### src/rtl/uart_rx_pkg.sv
package uart_rx_pkg;

  typedef enum logic [1:0] {
    PAR_ODD  = 2'd0,
    PAR_EVEN = 2'd1,
    PAR_ONE  = 2'd2,
    PAR_ZERO = 2'd3
  } par_mode_e;

  typedef enum logic [2:0] {
    S_IDLE  = 3'd0,
    S_START = 3'd1,
    S_DATA  = 3'd2,
    S_PAR   = 3'd3,
    S_STOP  = 3'd4,
    S_MARK  = 3'd5
  } rx_state_e;

  typedef struct packed {
    logic brk;
    logic ferr;
    logic perr;
  } rx_flags_t;

endpackage

### src/rtl/rx_line_sync.sv
module rx_line_sync #(
  parameter int STAGES = 2
) (
  input  logic clk,
  input  logic rst,
  input  logic d_async,
  output logic q_sync
);
  logic [STAGES-1:0] chain;

  // Reset to the marking level so that reset never looks like a start bit.
  always_ff @(posedge clk) begin
    if (rst) chain <= '1;
    else     chain <= {chain[STAGES-2:0], d_async};
  end

  assign q_sync = chain[STAGES-1];
endmodule

### src/rtl/rx_parity_gen.sv
module rx_parity_gen
  import uart_rx_pkg::*;
#(
  parameter int DATA_W = 8
) (
  input  logic [DATA_W-1:0] data,
  input  par_mode_e         mode,
  output logic              exp_bit
);
  logic ones_odd;

  // Bits above the word length are held at zero, so a full-width XOR is exact.
  assign ones_odd = ^data;

  always_comb begin
    unique case (mode)
      PAR_ODD:  exp_bit = ~ones_odd;
      PAR_EVEN: exp_bit = ones_odd;
      PAR_ONE:  exp_bit = 1'b1;
      default:  exp_bit = 1'b0;
    endcase
  end
endmodule

### src/rtl/rx_frame_fsm.sv
module rx_frame_fsm
  import uart_rx_pkg::*;
#(
  parameter int OSR    = 16,
  parameter int DATA_W = 8,
  parameter int WL_W   = 2
) (
  input  logic              clk,
  input  logic              rst,
  input  logic              os_tick,
  input  logic              rxs,
  input  logic [WL_W-1:0]   cfg_wlen,
  input  logic              cfg_par_en,
  input  logic              exp_par,
  output logic [DATA_W-1:0] shreg,
  output logic              out_valid,
  output logic [DATA_W-1:0] out_data,
  output rx_flags_t         out_flags
);
  localparam int CNT_W = $clog2(OSR);
  localparam int IDX_W = $clog2(DATA_W);
  localparam int MIN_W = DATA_W - (1 << WL_W) + 1;
  localparam logic [CNT_W-1:0] MID_M1  = CNT_W'(OSR/2 - 1);
  localparam logic [CNT_W-1:0] LAST_OS = CNT_W'(OSR - 1);

  rx_state_e        state;
  logic [CNT_W-1:0] cnt;
  logic [IDX_W-1:0] bit_idx;
  logic             all_low;
  logic             par_bit;
  logic [IDX_W-1:0] last_idx;
  logic             bit_end;
  logic             is_brk;

  assign last_idx = IDX_W'(MIN_W - 1) + IDX_W'(cfg_wlen);
  assign bit_end  = (cnt == LAST_OS);
  assign is_brk   = all_low & ~rxs;

  always_ff @(posedge clk) begin
    out_valid <= 1'b0;
    if (rst) begin
      state     <= S_IDLE;
      cnt       <= '0;
      bit_idx   <= '0;
      shreg     <= '0;
      all_low   <= 1'b0;
      par_bit   <= 1'b0;
      out_valid <= 1'b0;
      out_data  <= '0;
      out_flags <= '0;
    end else if (os_tick) begin
      unique case (state)
        S_IDLE: begin
          if (!rxs) begin
            state <= S_START;
            cnt   <= CNT_W'(1);
          end
        end
        S_START: begin
          if (cnt == MID_M1) begin
            if (rxs) begin
              state <= S_IDLE;
            end else begin
              state   <= S_DATA;
              cnt     <= '0;
              bit_idx <= '0;
              shreg   <= '0;
              all_low <= 1'b1;
            end
          end else begin
            cnt <= cnt + 1'b1;
          end
        end
        S_DATA: begin
          if (bit_end) begin
            cnt            <= '0;
            shreg[bit_idx] <= rxs;
            all_low        <= all_low & ~rxs;
            if (bit_idx == last_idx) state <= cfg_par_en ? S_PAR : S_STOP;
            else                     bit_idx <= bit_idx + 1'b1;
          end else begin
            cnt <= cnt + 1'b1;
          end
        end
        S_PAR: begin
          if (bit_end) begin
            cnt     <= '0;
            par_bit <= rxs;
            all_low <= all_low & ~rxs;
            state   <= S_STOP;
          end else begin
            cnt <= cnt + 1'b1;
          end
        end
        S_STOP: begin
          if (bit_end) begin
            cnt            <= '0;
            out_valid      <= 1'b1;
            out_data       <= is_brk ? '0 : shreg;
            out_flags.brk  <= is_brk;
            out_flags.ferr <= ~rxs & ~all_low;
            out_flags.perr <= cfg_par_en & (par_bit ^ exp_par) & ~is_brk;
            if (is_brk) begin
              state <= S_MARK;
            end else if (!rxs) begin
              // Low stop bit is taken as the next start bit, already confirmed at mid.
              state   <= S_DATA;
              bit_idx <= '0;
              shreg   <= '0;
              all_low <= 1'b1;
            end else begin
              state <= S_IDLE;
            end
          end else begin
            cnt <= cnt + 1'b1;
          end
        end
        S_MARK: begin
          if (rxs) state <= S_IDLE;
        end
        default: state <= S_IDLE;
      endcase
    end
  end
endmodule

### src/rtl/uart_rx_errchk.sv
module uart_rx_errchk
  import uart_rx_pkg::*;
#(
  parameter int OSR         = 16,
  parameter int SYNC_STAGES = 2,
  parameter int DATA_W      = 8,
  parameter int WL_W        = 2
) (
  input  logic              clk,
  input  logic              rst,
  input  logic              os_tick,
  input  logic              rx_line,
  input  logic [WL_W-1:0]   cfg_wlen,
  input  logic              cfg_par_en,
  input  logic [1:0]        cfg_par_mode,
  output logic              rx_valid,
  output logic [DATA_W-1:0] rx_data,
  output logic              rx_perr,
  output logic              rx_ferr,
  output logic              rx_brk
);
  logic              rxs;
  logic              exp_par;
  logic [DATA_W-1:0] shreg;
  rx_flags_t         flags;

  rx_line_sync #(.STAGES(SYNC_STAGES)) u_sync (
    .clk     (clk),
    .rst     (rst),
    .d_async (rx_line),
    .q_sync  (rxs)
  );

  rx_parity_gen #(.DATA_W(DATA_W)) u_par (
    .data    (shreg),
    .mode    (par_mode_e'(cfg_par_mode)),
    .exp_bit (exp_par)
  );

  rx_frame_fsm #(.OSR(OSR), .DATA_W(DATA_W), .WL_W(WL_W)) u_fsm (
    .clk        (clk),
    .rst        (rst),
    .os_tick    (os_tick),
    .rxs        (rxs),
    .cfg_wlen   (cfg_wlen),
    .cfg_par_en (cfg_par_en),
    .exp_par    (exp_par),
    .shreg      (shreg),
    .out_valid  (rx_valid),
    .out_data   (rx_data),
    .out_flags  (flags)
  );

  assign rx_perr = flags.perr;
  assign rx_ferr = flags.ferr;
  assign rx_brk  = flags.brk;
endmodule

### config.mk
export PLATFORM = sky130hd
export DESIGN_NAME = uart_rx_errchk
export DESIGN_NICKNAME = d
export VERILOG_FILES = /design/src/rtl/uart_rx_pkg.sv /design/src/rtl/rx_line_sync.sv /design/src/rtl/rx_parity_gen.sv /design/src/rtl/rx_frame_fsm.sv /design/src/rtl/uart_rx_errchk.sv
export SDC_FILE = /design/constraint.sdc
export NUM_CORES = 1
export LEC_CHECK = 0
export CORE_UTILIZATION = 60
export DETAILED_ROUTE_END_ITERATION = 8
export GPL_ROUTABILITY_DRIVEN = 0
export MAX_ROUTING_LAYER = met4
export PLACE_DENSITY = 0.82
export SLEW_MARGIN = 15
export SYNTH_ARGS = -nofsm -noshare
export SYNTH_HDL_FRONTEND = slang
export SYNTH_SLANG_ARGS = --single-unit
### constraint.sdc
create_clock -name clk -period 4.6 [get_ports clk]
set_input_delay 0.46 -clock clk [delete_from_list [all_inputs] [get_ports clk]]
set_output_delay 0.46 -clock clk [all_outputs]
set_load 0.02 [all_outputs]
Word level (Yosys, flattened, before mapping)
Index checks and enable logic that the tools add are counted.

storage, ports and cells
  input bits = 9
  logic and storage cells = 107
  output and inout bits = 12
  bits in registers = 34

operators by class
  eq/ne operators = 21
  bitwise operators = 11
  magnitude comparators = 2
  muxes and demuxes = 41
  $add $sub $neg = 3
  reduce and logical (&&, ||, !) cells = 17

operators with widths
  operator               number
  $mux W8                6
  $mux W3                15
  $pmux W8 S3            1
  $pmux W3 S6            1
  $mux W4                4
  $ne A2 B1 Y1 const B   6
  $pmux W4 S3            1
  $reduce_and A6 Y1      2
  $pmux W3 S3            1
  $reduce_bool A3 Y1     3
  $bwmux W8              1
  $ne A2 B2 Y1 const B   4
  $reduce_and A8 Y1      1
  $reduce_xor A8 Y1      1
  $mux W1                7
  $reduce_and A7 Y1      1
  $eq A3 B2 Y1 const B   2
  $eq A3 B3 Y1 const B   2
  $not A1 Y1             6
  $pmux W1 S3            2
  $reduce_and A3 Y1      2
  $reduce_or A3 Y1       2
  $add A4 B1 Y4 const B  1
  $and A1 B1 Y1          4
  19 further kinds       19

Depth between registers and ports, before layout
Gate-level depths: netlist of run 1.

  depth after elaboration = 7
  mapped depth = 7
  depth with buffers taken out = 6

By module
Synthesis of run 1 repeated with hierarchy kept, for this count alone.

unflattened totals
  cells, all modules = 207
  area, all modules = 1751.7 µm²

by module, submodules not included
  module         area each (µm²)  instances  sequential area each (µm²)  cells an instance
  rx_frame_fsm   1625.3           1          640.6                       194
  rx_parity_gen  73.8             1          0.0                         9
  rx_line_sync   52.6             1          40.0                        4

Least setup slack after synthesis of run 1
No wires, ideal clock.

  kind = register to register
  from = register u_fsm.cnt[0]
  to = register u_fsm.bit_idx[0]
  slack = 2.784 ns
  arrival = 1.696 ns
  cell stages (with the launch flop) = 8
  required time = 4.479 ns
  buffers on the path = 1
  cells stage by stage = dfxtp_1 ha_1 and3b_1 o21ai_0 and3_1 buf_2 nor3_1 mux2_2

on the way
  longest elaborated chain between the ends = 3
  elaborated cells on any way between the ends = 6
  classes of those cells = eq/ne: 5; reduce/logical: 1

ends and longest elaborated chain
  item                                                 RTL line                                text
  start, declared                                      rx_frame_fsm.sv:27                      logic [CNT_W-1:0] cnt;
  start signal, assigned                               rx_frame_fsm.sv:71                      cnt <= cnt + 1'b1;
  start signal, assigned                               rx_frame_fsm.sv:82                      cnt <= cnt + 1'b1;
  start signal, assigned                               rx_frame_fsm.sv:92                      cnt <= cnt + 1'b1;
  $eq A4 B4 Y1 / $eq A4 B3 Y1 (equally long branches)  rx_frame_fsm.sv:36, rx_frame_fsm.sv:60
  $ne A2 B1 Y1 (no source line)                        --
  $reduce_and A7 Y1 (no source line) *                 --
  end signal, assigned                                 rx_frame_fsm.sv:80                      else bit_idx <= bit_idx + 1'b1;
  end, declared                                        rx_frame_fsm.sv:28                      logic [IDX_W-1:0] bit_idx;

Every way passes the cells marked *; elsewhere a longest branch is shown, timed or not.
A chain may end at the register's enable or synchronous reset.

Worst setup path after layout of run 1
  from = register u_sync.chain[1]
  to = register u_fsm.shreg[4]

on the way
  longest elaborated chain between the ends = 4
  elaborated cells on any way between the ends = 11
  classes of those cells = eq/ne: 1; mux: 7; bitwise: 2; reduce/logical: 1

ends and longest elaborated chain
  item                                                     RTL line            text
  start, declared                                          rx_line_sync.sv:9   logic [STAGES-1:0] chain;
  start signal, assigned                                   rx_line_sync.sv:14  else chain <= {chain[STAGES-2:0], d_async};
  $mux W8 / $not A1 Y1 (equally long branches)             --
  $mux W8 / $and A1 B1 Y1 (equally long branches)          --
  $mux W8 / $ne A2 B2 Y1 (equally long branches)           --
  $pmux W8 S3 / $reduce_and A6 Y1 (equally long branches)  --
  end signal, assigned by index                            rx_frame_fsm.sv:77  shreg[bit_idx] <= rxs;
  end, declared                                            rx_frame_fsm.sv:15  output logic [DATA_W-1:0] shreg,

Parallel ways exist; a longest one is shown, timed or not. The select of a mux whose other input is x is not followed.

==> run metrics, run 1 <==
status complete, no violations; crit-path max FO 20; Post-Synth XOR/XNOR Area 4.90%; Gate Count Post-Synth 247; Post-Syn Nets 258; RSZ-0062 raised after global routing false; vias in the first global route 1536; Lkg Pwr 0.000746 uW; crit path max-delay cell type dfxtp_1; Async SR Flop Fraction 0%; Sw Ratio 43.7%; Die Height 59.2 um; number of I/O pins 21; 1st-iter DRT viols 139; # diodes 0; Buffers & Inverters on Critical Path 0; cell area power density 459 nW/um^2; mapped cell area 1960 sq um; post_cts resized 0; combinational family with the most area after synthesis simple AND/OR/NAND/NOR gates; worst vdd rail ir drop 0.000391 V; Worst Path Required 4820 ps; TritonRoute pass-1 iters 4; slowest cell delay on critical path 710 ps; CTS root buffer clkbuf_4; Seq/Total Area, Yosys 34.6%; postcts setup bufs 0; Slew Viols, Final 0; Comb pwr share 45.0%; Post-synth EDFFs 0; WP data arrival 2730 ps; Most used DFF post-synth dfxtp_1; top cells by area, synth dfxtp_1, xnor2_1, a21oi_1; Row Count 20; via/cell ratio 6.03; sw power 441 uW; clock power share 17.2%; H-tree depth 2; input/output buffers 20; Startpoint Class flop; crit-path leading delay family compound AO/OA/AOI/OAI gates; Starting Density 63.8%; layout cells sized above 1 7.03%; Flop pwr share 37.7%; TritonCTS clock tree built; relative slew slack 60.5%; Tightest Hold Check Type reg -> reg; Synth Area in Compound Gates 22.9%; final hold vios 0; first-pass GRT wire length 6920 um; Setup-failing EPs final 0; clk_lat worst skew 340 ps; Detail Placement HPWL 2780 um; DR vias 1808; cell taking the most area after synthesis dfxtp_1; setup total negative slack 0 ps; final WL 4110 um; Final min period 2520 ps; Synth Area per Inst 7.95 sq um; die extent in x 59.2 um; worst slew pin tran 592 ps; final hold slack 431 ps; Final nets 266; Global Route Usage Sum 27.0%; pin count of the biggest net entering global routing 39; crit share post-route 54.7%; Layout Area Growth over Synthesis 11.9%; #FFs+latches synth 34; die area 3510 sq um; CTS Sinks 34; Pint 567 uW; Commonest cells post-synth dfxtp_1, a21oi_1, nor2_1, nand2_1, nand3_1; cts hold-fix bufs 0; Synth Area in Adders 1.27%; core area 3080 sq um; clk slew on worst S/H paths 100 ps; CTS Buf Count 5; yosys warns 0; Crit Path Class reg -> reg; CP Capture Type flop; grt ovf 0; Max Freq 397 MHz; max-cap check violation count 0; post-synthesis cell type count 51; multiplexer share of the synthesized area 1.59%; CTS Buffer Depth 2; Simple-Gate Fraction of Synth Area 29.4%; routed length per instance 13.7 um; crit path cell chain nand2b_1 > a211o_1 > nand3_1 > o41ai_1 > o31ai_1; initial antenna violation count 0; DRC Markers 0; Setup Slack @ Placement 2190 ps; Yosys top cell area share 34.6%; Routed Antenna Nets 0; fin worst setup slack 2080 ps; Clock Skew 8.34 ps; most numerous cell in the Yosys netlist dfxtp_1
## flip-flops by register name, summed over array words and instances (netlist names)
name and flops:
u_fsm.out_data 8, u_fsm.shreg 8, u_fsm.cnt 4, u_fsm.bit_idx 3, u_fsm.out_flags 3, u_fsm.state 3
u_sync.chain 2, u_fsm.all_low 1, u_fsm.out_valid 1, u_fsm.par_bit 1
## worst register-to-register path, delay by kind of cell (launching register included)
family / cells / cell delay, ps
AOI/OAI and AO/OA: 3 / 850
DFF: 1 / 710
and+or+nand+nor: 2 / 850
## cells by family after synthesis
group,count (synthesis)
flip-flops,34
AO/OA/AOI/OAI,66
multiplexers,3
AND/OR/NAND/NOR,107
buffers and inverters,24
adder cells (fa/ha/maj),2
XOR/XNOR,11
## metal layers
| metal | track usage (%) | routed length (um) |
|---|---|---|
| met5 | - | 0 |
| met4 | 9.86 | 44 |
| met1 | 37.0 | 2060 |
| met2 | 38.4 | 1830 |
| met3 | 6.33 | 174 |
## metrics by stage
stage	util (%)	std cells	area, sq um	power, uW
floorplan	-	247	1960	763
global placement	69.5	292	2140	824
detailed placement	69.5	292	2140	831
CTS	71.4	300	2200	1000
global route	71.4	300	2200	1090
finish	71.4	300	2200	1010
## path summary, 6_finish.rpt
kind	start	to	slack [ps]	cells past startpoint
min	u_sync.chain[0]	u_sync.chain[1]	430	1
max	u_sync.chain[1]	u_fsm.shreg[4]	2080	5
min reg2reg	u_sync.chain[0]	u_sync.chain[1]	430	1
max reg2reg	u_sync.chain[1]	u_fsm.shreg[4]	2080	5
## power groups by stage
| stage | Sequential, uW | Clock, uW | Combinational, uW |
|---|---|---|---|
| floorplan | 336 | 0 | 427 |
| global placement | 386 | 0 | 437 |
| CTS | 379 | 179 | 446 |
| finish | 380 | 174 | 454 |
| detailed placement | 386 | 0 | 445 |
| global route | 390 | 190 | 506 |
## cells in the final DEF (no fill, tap or decap), types with 3 or more instances in the layout
cell type / count
o41ai_1: 8
and3_1: 4
nand2b_1: 9
nand2_1: 17
nand4_1: 3
a31oi_1: 5
nand3b_1: 4
clkbuf_4: 5
o31ai_1: 3
or2_2: 3
nand3_1: 17
dfxtp_1: 34
o21ai_0: 12
nor2b_1: 13
a21oi_1: 19
clkdlybuf4s50_1: 20
nor2_1: 19
inv_1: 4
nor3_1: 5
xnor2_1: 11
## layout make-up
cell class	count	area [sq um]
Tap cell	44	55.1
Sequential cell	34	681
Inverter	4	15.0
Multi-Input combinational cell	189	1180
Clock buffer	7	55.1
Fill cell	269	880
Timing Repair Buffer	21	208
Clock inverter	1	5.00
Power figures use the tool's default switching activity.
==> inputs of run 2 (changes only) <==
--- a/config.mk
+++ b/config.mk
@@ -5,11 +5,11 @@
 export SDC_FILE = /design/constraint.sdc
 export NUM_CORES = 1
 export LEC_CHECK = 0
-export CORE_UTILIZATION = 60
+export CORE_UTILIZATION = 56
 export DETAILED_ROUTE_END_ITERATION = 8
 export GPL_ROUTABILITY_DRIVEN = 0
 export MAX_ROUTING_LAYER = met4
-export PLACE_DENSITY = 0.82
+export PLACE_DENSITY = 0.77
 export SLEW_MARGIN = 15
 export SYNTH_ARGS = -nofsm -noshare
 export SYNTH_HDL_FRONTEND = slang
==> constraint.sdc (replaced) <==
create_clock -name clk -period 2.4 [get_ports clk]
set_input_delay 0.24 -clock clk [delete_from_list [all_inputs] [get_ports clk]]
set_output_delay 0.24 -clock clk [all_outputs]
set_load 0.02 [all_outputs]
==> run 2 against run 1 <==
Compared with the run above:
- cell count is 2.3% higher
- worst setup slack worse by 1800 ps
- clock power is 95% higher
- non-clock buffer count is 5 higher
- critical endpoint unchanged
- largest cell class unchanged
==> run metrics, run 2 (synthesis results as in run 1) <==
post-placement cell count 299 (+2.4%); number of I/O pins 21 (unchanged); Lkg Pwr 0.000767 uW (+2.8%); Slew Viols, Final 0 (unchanged); Tightest Hold Check Type reg -> reg; Starting Density 58.9% (-5.0 points); H-tree depth 2 (unchanged); clk slew on worst S/H paths 110 ps (about the same); crit share post-route 87.0% (+32 points); Global Route Usage Sum 25.5% (-1.4 points); cts hold-fix bufs 0 (unchanged); commonest non-fill, non-tap cells in the layout dfxtp_1, clkdlybuf4s50_1, nor2_1, a21oi_1; CTS Buffer Depth 2 (unchanged); register area 681 sq um (unchanged); die extent in x 61.2 um (+3.4%); Final min period 2090 ps (-429 ps); crit-path leading delay family compound AO/OA/AOI/OAI gates; core area 3340 sq um (+8.4%); Routed Antenna Nets 0 (unchanged); non-filler cells, final 307 (+2.3%); vias in the first global route 1460 (-4.9%); Top Metal Used met4; TritonRoute pass-1 iters 4 (unchanged); status complete, no violations; most common cell after layout, fill and taps aside dfxtp_1; post_cts resized 0 (unchanged); DRC Markers 0 (unchanged); routed length per instance 13.9 um (+1.3%); cell depth of the worst flop-to-flop path 4 (-1); Final nets 271 (+1.9%); WP data arrival 2310 ps (-420 ps); cell area power density 878 nW/um^2 (+91%); CP Capture Type flop; crit path max-delay cell type dfxtp_1; Buffers & Inverters on Critical Path 0 (unchanged); input/output buffers 20 (unchanged); area of the multi-input gates 1180 sq um (unchanged); layout cells sized above 1 9.20% (+2.2 points); Top Registers u_fsm.out_data (8), u_fsm.shreg (8), u_fsm.cnt (4); 1st-iter DRT viols 125 (-10%); crit path cell chain o21ai_0 > and3_1 > o41ai_1 > o31ai_1; Clock Skew 7.32 ps (-1.02 ps); CP Depth 4 (-1); die area 3750 sq um (+6.9%); initial antenna violation count 0 (unchanged); met3 wire length 244 um (+40%); Max Freq 479 MHz (+21%); Worst Path Required 2620 ps (-2200 ps); crit-path max FO 21 (+5.0%); first-pass GRT wire length 6870 um (-0.69%); Startpoint Class flop; TritonCTS clock tree built; setup total negative slack 0 ps (unchanged); via/cell ratio 5.97 (-0.93%); worst slew pin tran 607 ps (+15.0 ps); fillers 300 (+12%); Detail Placement HPWL 2970 um (+7.1%); Die Height 61.2 um (+3.4%); CTS Sinks 34 (unchanged); slowest cell delay on critical path 720 ps (about the same); CTS root buffer clkbuf_4; Layout Area Growth over Synthesis 14.1%; CTS Buf Count 5 (unchanged); max-cap check violation count 0 (unchanged); Row Count 21 (+5.0%); WHS Path Cells 1 (unchanged); grt ovf 0 (unchanged); worst vdd rail ir drop 0.000586 V (+50%); final WL 4260 um (+3.6%); wire length on met1 2070 um (about the same); relative slew slack 59.5% (-1.0 points); Crit Path Class reg -> reg; DR vias 1833 (+1.4%); clk_lat worst skew 340 ps (about the same); Setup-failing EPs final 0 (unchanged); RSZ-0062 raised after global routing false; final hold vios 0 (unchanged); # diodes 0 (unchanged); DR WL met2 1900 um (+4.2%); postcts setup bufs 0 (unchanged); pin count of the biggest net entering global routing 25 (-36%)
-- run 2: cell types whose count changed in the layout (fill, tap and decap cells not counted) --
cell / delta
buf_4: +5
clkinvlp_4: +1
clkbuf_1: -1
-- run 2: metrics by stage --
| stage | power, uW | hold WS (ps) | cell area [sq um] | worst slack, ps | util (%) |
|---|---|---|---|---|---|
| 2_1_floorplan | 1460 | 344 | 1960 | 584 | - |
| 3_3_place_gp | 1600 | 395 | 2180 | 376 | 65.3 |
| 3_5_place_dp | 1620 | 399 | 2180 | 338 | 65.3 |
| 4_1_cts | 1960 | 423 | 2240 | 326 | 67.2 |
| 5_1_grt | 2120 | 445 | 2240 | 159 | 67.2 |
| 6_report | 1970 | 419 | 2240 | 313 | 67.2 |
-- run 2: report_power, final --
part | leakage (uW) | switching, uW | internal [uW]
combinational | 0.000458 | 530 | 363
sequential | 0.000275 | 131 | 604
clock | 0.0000343 | 199 | 141
total | 0.000767 | 860 | 1110
-- run 2: path summary, 6_finish.rpt --
check                   from               to  slack, ps
max           u_fsm.state[0]   u_fsm.shreg[4]        310
min          u_sync.chain[0]  u_sync.chain[1]        420
max reg2reg   u_fsm.state[0]   u_fsm.shreg[4]        310
min reg2reg  u_sync.chain[0]  u_sync.chain[1]        420
-- run 2: area by class of cell --
cell class / count / area share [%]
flip-flops and latches: 34 / 30.4
repair buffers: 26 / 10.9
multi-input cells: 189 / 52.6
clock inverters: 2 / 0.558
clock buffers: 6 / 2.29
inverters: 4 / 0.670
well taps: 46 / 2.57
-- run 2: metal layers --
metal	up-vias	track usage, %
met1	844	35.2
met3	6	6.30
met2	60	36.3
met5	-	-
li1	923	-
met4	0	8.12
